<file path="config.mk">
export PLATFORM = sky130hd
export DESIGN_NAME = cache_victim_sel
export DESIGN_NICKNAME = d
export VERILOG_FILES = /design/src/rtl/vsel_pkg.sv /design/src/rtl/vsel_rst_sync.sv /design/src/rtl/vsel_lock_reg.sv /design/src/rtl/vsel_rr_pick.sv /design/src/rtl/vsel_grant.sv /design/src/rtl/cache_victim_sel.sv
export SDC_FILE = /design/constraint.sdc
export NUM_CORES = 1
export LEC_CHECK = 0
export BUFFER_PORTS_ARGS = -buffer_cell sky130_fd_sc_hd__buf_2
export CAP_MARGIN = 30
export CORE_ASPECT_RATIO = 0.9
export CORE_UTILIZATION = 34
export DETAILED_ROUTE_END_ITERATION = 10
export GPL_ROUTABILITY_DRIVEN = 0
export HOLD_SLACK_MARGIN = 0.02
export PLACE_DENSITY = 0.78
export SLEW_MARGIN = 20
export SYNTH_ARGS = -nofsm -noshare
export SYNTH_HDL_FRONTEND = slang
export SYNTH_SLANG_ARGS = --single-unit
export TNS_END_PERCENT = 50
</file>
<file path="constraint.sdc">
create_clock -name clk -period 0.8 [get_ports clk]
set_clock_uncertainty 0.1 [all_clocks]
set_input_delay 0.08 -clock clk [delete_from_list [all_inputs] [get_ports clk]]
set_output_delay 0.08 -clock clk [all_outputs]
set_load 0.01 [all_outputs]
</file>
<file path="src/rtl/vsel_pkg.sv">
package vsel_pkg;
  localparam int unsigned NUM_WAYS = 4;
  localparam int unsigned REG_W    = 32;
  localparam int unsigned WAY_W    = $clog2(NUM_WAYS);
  typedef logic [NUM_WAYS-1:0] lock_mask_t;
  typedef logic [WAY_W-1:0]    way_idx_t;
endpackage

</file>
<file path="src/rtl/vsel_rst_sync.sv">
module vsel_rst_sync (
  input  logic clk,
  input  logic rst_n,
  output logic rst_sync_n
);
  logic stage_q;

  always_ff @(posedge clk or negedge rst_n) begin
    if (!rst_n) begin
      stage_q    <= 1'b0;
      rst_sync_n <= 1'b0;
    end else begin
      stage_q    <= 1'b1;
      rst_sync_n <= stage_q;
    end
  end
endmodule

</file>
<file path="src/rtl/vsel_lock_reg.sv">
module vsel_lock_reg #(
  parameter int unsigned NUM_WAYS = 4,
  parameter int unsigned REG_W    = 32
) (
  input  logic                clk,
  input  logic                rst_n,
  input  logic                wr_en,
  input  logic [REG_W-1:0]    wdata,
  output logic [REG_W-1:0]    rdata,
  output logic [NUM_WAYS-1:0] lock_mask
);
  localparam int unsigned PAD_W = REG_W - NUM_WAYS;

  logic [NUM_WAYS-1:0] lock_q;
  logic [NUM_WAYS-1:0] lock_d;

  always_comb begin
    lock_d = lock_q;
    if (wr_en) lock_d = wdata[NUM_WAYS-1:0];
  end

  always_ff @(posedge clk or negedge rst_n) begin
    if (!rst_n) lock_q <= '0;
    else        lock_q <= lock_d;
  end

  assign lock_mask = lock_q;
  assign rdata     = {{PAD_W{1'b0}}, lock_q};

  // a write loads the low bits; without a write the mask holds
  p_lock_load_r2: assert property (@(posedge clk) disable iff (!rst_n)
    wr_en |=> lock_mask == $past(wdata[NUM_WAYS-1:0]));
  p_lock_hold_r2: assert property (@(posedge clk) disable iff (!rst_n)
    !wr_en |=> $stable(lock_mask));
endmodule

</file>
<file path="src/rtl/vsel_rr_pick.sv">
module vsel_rr_pick #(
  parameter int unsigned NUM_WAYS = 4,
  parameter int unsigned WAY_W    = 2
) (
  input  logic [NUM_WAYS-1:0] lock_mask,
  input  logic [WAY_W-1:0]    start_ptr,
  output logic [WAY_W-1:0]    pick_way
);
  localparam logic [WAY_W-1:0] FALLBACK = WAY_W'(NUM_WAYS - 1);

  logic [WAY_W-1:0] cand;
  logic             found;

  always_comb begin
    pick_way = FALLBACK;
    found    = 1'b0;
    cand     = '0;
    for (int i = 0; i < NUM_WAYS; i++) begin
      cand = start_ptr + WAY_W'(i);
      if (!found && !lock_mask[cand]) begin
        pick_way = cand;
        found    = 1'b1;
      end
    end
  end
endmodule

</file>
<file path="src/rtl/vsel_grant.sv">
module vsel_grant #(
  parameter int unsigned NUM_WAYS = 4,
  parameter int unsigned WAY_W    = 2
) (
  input  logic                clk,
  input  logic                rst_n,
  input  logic                fill_req,
  input  logic [NUM_WAYS-1:0] lock_mask,
  input  logic [WAY_W-1:0]    pick_way,
  output logic [WAY_W-1:0]    ptr,
  output logic                fill_valid,
  output logic [WAY_W-1:0]    fill_way
);
  localparam logic [WAY_W-1:0]    FALLBACK = WAY_W'(NUM_WAYS - 1);
  localparam logic [NUM_WAYS-1:0] ONE      = NUM_WAYS'(1);

  logic [WAY_W-1:0] ptr_q, ptr_d;
  logic [WAY_W-1:0] way_q, way_d;
  logic             vld_q, vld_d;
  logic             adv_en;

  assign adv_en = fill_req;

  always_comb begin
    ptr_d = ptr_q;
    way_d = way_q;
    vld_d = fill_req;
    if (adv_en) begin
      way_d = pick_way;
      ptr_d = pick_way + WAY_W'(1);
    end
  end

  always_ff @(posedge clk or negedge rst_n) begin
    if (!rst_n) begin
      ptr_q <= '0;
      way_q <= '0;
      vld_q <= 1'b0;
    end else begin
      vld_q <= vld_d;
      if (adv_en) begin
        ptr_q <= ptr_d;
        way_q <= way_d;
      end
    end
  end

  assign ptr        = ptr_q;
  assign fill_valid = vld_q;
  assign fill_way   = way_q;

  // one strobe per request, one cycle later
  p_req_grant_r3: assert property (@(posedge clk) disable iff (!rst_n)
    fill_req |=> fill_valid);
  p_no_spurious_r3: assert property (@(posedge clk) disable iff (!rst_n)
    !fill_req |=> !fill_valid);
  // never a locked way while an open one exists
  p_open_way_r4: assert property (@(posedge clk) disable iff (!rst_n)
    fill_valid && !(&$past(lock_mask)) |->
      (($past(lock_mask) >> fill_way) & ONE) == '0);
  // fully locked sends the fill to the top way
  p_fallback_r5: assert property (@(posedge clk) disable iff (!rst_n)
    fill_valid && (&$past(lock_mask)) |-> fill_way == FALLBACK);
  // pointer sits just past the last grant
  p_ptr_follows_r6: assert property (@(posedge clk) disable iff (!rst_n)
    fill_valid |-> ptr == fill_way + WAY_W'(1));
endmodule

</file>
<file path="src/rtl/cache_victim_sel.sv">
module cache_victim_sel
  import vsel_pkg::*;
(
  input  logic             clk,
  input  logic             rst_n,
  input  logic             reg_wr_en,
  input  logic [REG_W-1:0] reg_wdata,
  output logic [REG_W-1:0] reg_rdata,
  input  logic             fill_req,
  output logic             fill_valid,
  output logic [WAY_W-1:0] fill_way
);
  logic       rst_sync_n;
  lock_mask_t lock_mask;
  way_idx_t   ptr;
  way_idx_t   pick_way;

  vsel_rst_sync u_rst (
    .clk        (clk),
    .rst_n      (rst_n),
    .rst_sync_n (rst_sync_n)
  );

  vsel_lock_reg #(.NUM_WAYS(NUM_WAYS), .REG_W(REG_W)) u_lock (
    .clk       (clk),
    .rst_n     (rst_sync_n),
    .wr_en     (reg_wr_en),
    .wdata     (reg_wdata),
    .rdata     (reg_rdata),
    .lock_mask (lock_mask)
  );

  vsel_rr_pick #(.NUM_WAYS(NUM_WAYS), .WAY_W(WAY_W)) u_pick (
    .lock_mask (lock_mask),
    .start_ptr (ptr),
    .pick_way  (pick_way)
  );

  vsel_grant #(.NUM_WAYS(NUM_WAYS), .WAY_W(WAY_W)) u_grant (
    .clk        (clk),
    .rst_n      (rst_sync_n),
    .fill_req   (fill_req),
    .lock_mask  (lock_mask),
    .pick_way   (pick_way),
    .ptr        (ptr),
    .fill_valid (fill_valid),
    .fill_way   (fill_way)
  );
endmodule

</file>
* After elaboration in Yosys (flattened, before gate mapping)
Cells that the tools add are included.
Storage, ports and cells: logic and storage cells 37, input bits 36, output and inout port bits 35, register bits after elaboration 11
Cells by class: add/subtract/negate cells 4, $lt $le $gt $ge 4, mux-type cells 15, reduce and logical (&&, ||, !) cells 8
Operators with widths (count):
- $lt A2 B3 Y1 const B | 4
- $bmux W1 S2 | 4
- $mux W2 | 4
- $mux W1 | 7
- $logic_not A1 Y1 | 5
- $add A2 B1 Y2 const B | 2
- $add A2 B2 Y2 const B | 2
- $logic_and A1 B1 Y1 | 3

* Logic depth before layout (Yosys ltp)
depth after elaboration 13, gate-level depth with buffers 4, mapped depth without buffers 4

* By module
Synthesis repeated with hierarchy kept, for this count alone.
Unflattened totals: cells, all modules 67, area total of the unflattened synthesis 685.7 µm²
Modules (own cells, without submodules):
- vsel_lock_reg | instances 1, cells an instance 41, area each 389.1 µm²
- vsel_grant | instances 1, cells an instance 12, area each 178.9 µm²
- vsel_rr_pick | instances 1, cells an instance 11, area each 63.8 µm²
- vsel_rst_sync | instances 1, cells an instance 3, area each 53.8 µm²

* Least setup slack after synthesis
No wires, ideal clock.
path type reg2reg, start register u_lock.lock_q[0] (netlist: u_lock.lock_mask[0]), end register u_grant.way_q[0] (netlist: u_grant.fill_way[0]), clock period less this slack 1.460 ns, arrival time 1.235 ns, stages on the path, launching flop included 5, slack -0.660 ns, cell sequence dfrtp_1 > mux2_4 > a2bb2oi_2 > and2_4 > mux2_4
Between the ends: cells in the longest elaborated chain, start to end 11, elaborated cells between the ends (all ways) 23, those cells by class 15 x mux; 8 x reduce/logical
RTL lines:
- from (decl) | RTL line vsel_lock_reg.sv:14 | logic [NUM_WAYS-1:0] lock_q;
- from (signal assigned) | RTL line vsel_lock_reg.sv:24 | else lock_q <= lock_d;
- $bmux W1 S2 | RTL line vsel_rr_pick.sv:20 | if (!found && !lock_mask[cand]) begin
- $mux W1 (not written as such) | RTL line vsel_rr_pick.sv:20
- $logic_not A1 Y1 | RTL line vsel_rr_pick.sv:20
- $logic_and A1 B1 Y1 | RTL line vsel_rr_pick.sv:20
- $mux W1 | RTL line vsel_rr_pick.sv:20
- $logic_not A1 Y1 | RTL line vsel_rr_pick.sv:20
- $logic_and A1 B1 Y1 | RTL line vsel_rr_pick.sv:20
- $mux W1 | RTL line vsel_rr_pick.sv:20
- $logic_not A1 Y1 | RTL line vsel_rr_pick.sv:20
- $logic_and A1 B1 Y1 | RTL line vsel_rr_pick.sv:20
- $mux W2 (*) | RTL line vsel_rr_pick.sv:20
- to (signal assigned) | RTL line vsel_grant.sv:43 | way_q <= way_d;
- to (decl) | RTL line vsel_grant.sv:18 | logic [WAY_W-1:0] way_q, way_d;
Mark *: on every way between the ends. The rest lies on a longest branch, timed or not. The select of a mux whose other input is x is not followed. A chain may end at the register's enable or synchronous reset.

* Worst setup path in the final report
start register u_grant.ptr_q[1] (netlist: u_grant.ptr[1]), end register u_grant.way_q[0] (netlist: u_grant.fill_way[0])
Between the ends: cells in the longest elaborated chain, start to end 12, elaborated cells between the ends (all ways) 26, those cells by class 3 x add/sub; 15 x mux; 8 x reduce/logical
RTL lines:
- from (decl) | RTL line vsel_grant.sv:17 | logic [WAY_W-1:0] ptr_q, ptr_d;
- from (signal assigned) | RTL line vsel_grant.sv:42 | ptr_q <= ptr_d;
- $add A2 B1 Y2 | RTL line vsel_rr_pick.sv:19 | cand = start_ptr + WAY_W'(i);
- $bmux W1 S2 | RTL line vsel_rr_pick.sv:20
- $mux W1 (not written as such) | RTL line vsel_rr_pick.sv:20
- $logic_not A1 Y1 | RTL line vsel_rr_pick.sv:20
- $logic_and A1 B1 Y1 | RTL line vsel_rr_pick.sv:20
- $mux W1 | RTL line vsel_rr_pick.sv:20
- $logic_not A1 Y1 | RTL line vsel_rr_pick.sv:20
- $logic_and A1 B1 Y1 | RTL line vsel_rr_pick.sv:20
- $mux W1 | RTL line vsel_rr_pick.sv:20
- $logic_not A1 Y1 | RTL line vsel_rr_pick.sv:20
- $logic_and A1 B1 Y1 | RTL line vsel_rr_pick.sv:20
- $mux W2 (*) | RTL line vsel_rr_pick.sv:20
Marked as above.

==> impl_metrics.toml <==
[clock_network]
cts_tree = "yes"
clk_latency_ns = 0.26
htree_levels = 1
numCtsBuffers = 3
clock-root-buffer = "clkbuf_4"
cts-hold-fix-buffers = 1
clkTransAtPathRegs_ns = 0.06
clockBufferDepth = 2
numClockSinks = 11

[logic_synthesis]
synth_compound_area_frac = 0.105
synthFlopType = "dfrtp_1"
syn_area_um2 = 689
synth_cells = 66
synth-seq-cells = 11
synth-xor-area-share = 0
synthArstFlopShare = 1.00
synth_area_per_cell_um2 = 10.4
synthMuxAreaShare = 0.109
ys_seq_area_frac = 0.399
synthAdderAreaFrac = 0
yosysTopAreaCell = "dfrtp_1"
ys_top_cells_by_area = "dfrtp_1 40%, buf_4 30%, mux2_2 6.5%"
synth.distinct_cells = 20
synth_edf_count = 0
yosysTopAreaCellShare = 0.399
synth_top_family_by_area = "buffers and inverters"
yosys.area_share.simple = 0.0599
synth-warning-count = 0

[power]
internal_power_w = 0.00132
switchingPower_w = 0.000630
fin_total_pwr_w = 0.00195
cellLeakagePower_nw = 0.449
p_comb_frac = 0.419
power_density_mw_per_mm2 = 2260
vdd_ir_drop_max_mv = 1.17
p_seq_frac = 0.398
swShare = 0.323
clkPwrFrac = 0.183

[flow_run]
drv_cap = 0

[floorplanning]
dieArea_mm2 = 0.00221
io_pins = 71
rows = 15
core_area_mm2 = 0.00191
start_util = 0.360
die_w_um = 49.5
fp.dieH_um = 44.7

[setup_path]
cp_common_cell = "mux2_4"
r2r_start = "u_grant.ptr[1]$_DFFE_PN0P_"
rrSetupSlack_ns = -0.68
crit_required_ns = 0.85
critPathMaxFanout = 3
critical_path.top_delay_family = "multiplexers"
worstSetupStartpoint = "u_grant.ptr[1]$_DFFE_PN0P_"
endpoint_kind = "register"
critPathBufInv = 0
cp.depth = 4
crit_path_top_delay_cell = "dfrtp_1"
rr_endpoint = "u_grant.fill_way[0]$_DFFE_PN0P_"
arrival_ns = 1.52
worstSetupEndpoint = "u_grant.fill_way[0]$_DFFE_PN0P_"
cp_cell_sequence = "mux2_4, a2bb2oi_2, and2_4, mux2_4"
critPathKind = "reg -> reg"
slowest_delay_ns = 0.42
r2r_cells = 4
startpoint_type = "register"

[global_route]
met1_usage = 0.0989
grt-ovfl-total = 0
top_usage_layer = "met2"
grt_max_degree = 10
grt_usage = 0.117
grt_pass1_vias = 420
antenna_found_initial = 0
grt_use_met2 = 0.266
met3_usage = 0.0202
grt_pass1_wl_um = 1880

[cells_and_area]
fin_cells = 119
area_growth_pct = 25.4
nFillCells = 173
drive_above_1_share = 0.457
n_antenna_cell = 0
utilization = 0.452
finalInstanceArea_um2 = 865
fin_nets = 131

[route]
wl_per_cell_um = 10.2
ant_nets = 0
wirelength_um = 1220
drtPass1Iterations = 2
drc_errors = 0
dr_total_vias = 477
via_per_inst = 4.01
drtIter0Drc = 2

[timing]
slew_violations = 0
report.final.hold_viol_count = 4
hold_ws_ns = -0.0406
setup_viol = 15
fin_crit_sh = 1.84
rsz0062_at_grt = "yes"
max_freq_ghz = 0.678
period_needed_ns = 1.48
setup_slack_ns = -0.675

[placement]
place_area_um2 = 728
portBuffers = 14
dp_hpwl_um = 900
dp_cells = 110

[status]
status = "complete, but fails checks"
violations = "hold timing, setup timing"

[hold_path]
hold_class = "in -> reg"
synth_stat cells (2+ instances only):
library cell	n
nor2_1	2
conb_1	2
inv_1	2
nand2_1	2
dfrtp_1	11
buf_4	28
mux2_2	4
o221ai_1	2
mux2_4	2
state kept, by name (all words and copies together) (netlist names):
name                flops
u_lock.lock_mask        4
u_grant.fill_way        2
u_grant.ptr             2
u_grant.fill_valid      1
u_rst.rst_sync_n        1
u_rst.stage_q           1
cell families (layout without fill, tap and decap cells):
kind of cell / after synthesis / count (layout)
buf+inv: 30 / 31
mux: 6 / 6
simple gates: 8 / 8
compound gates: 9 / 9
other cells: 2 / 29
flops: 11 / 11
worst reg2reg max path, delay by kind of cell, from the launching register on:
family	cells	cell delay (ns)
AOI/OAI and AO/OA	1	0.14
and+or+nand+nor	1	0.15
DFF	1	0.42
muxes	2	0.56
final cells by class:
class	count	area [um^2]	area share
clock buffers	4	26.3	0.0304
inverters	2	7.51	0.00868
multi-input cells	52	330	0.382
flip-flops and latches	11	278	0.321
well taps	25	31.3	0.0362
repair buffers	25	191	0.221
through the flow:
step / TNS (ns) / worst slack [ns] / hold WS, ns
floorplan: -2.56 / -0.647 / -0.316
global placement: -3.20 / -0.652 / -0.235
detailed placement: -3.56 / -0.691 / -0.234
CTS: -5.34 / -0.671 / -0.0527
global route: -5.54 / -0.698 / -0.0473
finish: -5.11 / -0.675 / -0.0406
power by group through the flow:
stage	combinational [W]	clock, W	sequential (W)
floorplan	0.000474	0	0.000801
global placement	0.000565	0	0.000769
detailed placement	0.000592	0	0.000787
CTS	0.000781	0.000369	0.000773
global route	0.000882	0.000397	0.000792
finish	0.000819	0.000357	0.000777
cell usage in the layout, fill, tap and decap left out, drive strengths merged:
cell type / netlist / layout
dlygate4sd3: 0 / 1
inv: 2 / 2
clkbuf: 0 / 4
a21boi: 1 / 1
conb: 2 / 29
o21a: 1 / 1
a221o: 1 / 1
and2: 1 / 1
nand3: 1 / 1
nor2: 2 / 2
a2bb2oi: 1 / 1
buf: 28 / 24
nor2b: 1 / 1
nand2b: 1 / 1
a21oi: 1 / 1
mux2: 6 / 6
o21ai: 2 / 2
o221ai: 2 / 2
nand2: 2 / 2
dfrtp: 11 / 11
worst min-delay path by stage:
| stage | startpoint | end | slack [ns] | depth (start not counted) |
|---|---|---|---|---|
| 2_1_floorplan | rst_n | u_rst.rst_sync_n$_DFF_PN0_ | -0.32 | 0 |
| 3_3_place_gp | rst_n | u_rst.stage_q$_DFF_PN0_ | -0.24 | 1 |
| 3_5_place_dp | rst_n | u_rst.rst_sync_n$_DFF_PN0_ | -0.23 | 1 |
| 4_1_cts | reg_wdata[2] | u_lock.lock_mask[2]$_DFFE_PN0P_ | -0.05 | 2 |
| 5_1_grt | reg_wdata[1] | u_lock.lock_mask[1]$_DFFE_PN0P_ | -0.05 | 2 |
| 6_report | reg_wdata[1] | u_lock.lock_mask[1]$_DFFE_PN0P_ | -0.04 | 2 |
routing by layer:
layer  share of wire  vias up
met2            0.62       30
met4               0        0
met1            0.33      230
li1                -      217
met3           0.055        0
met5               0        -
what timing repair did:
| action | 4_1_cts | 5_1_grt |
|---|---|---|
| pin swaps | 4 | 2 |
| gates cloned | 0 | 0 |
| endpoints found under the hold margin | 7 | 7 |
| resized for setup | 10 | 8 |
| setup endpoints to repair | 15 | 15 |
| buffers inserted | 7 | 1 |
Power figures use the tool's default switching activity.
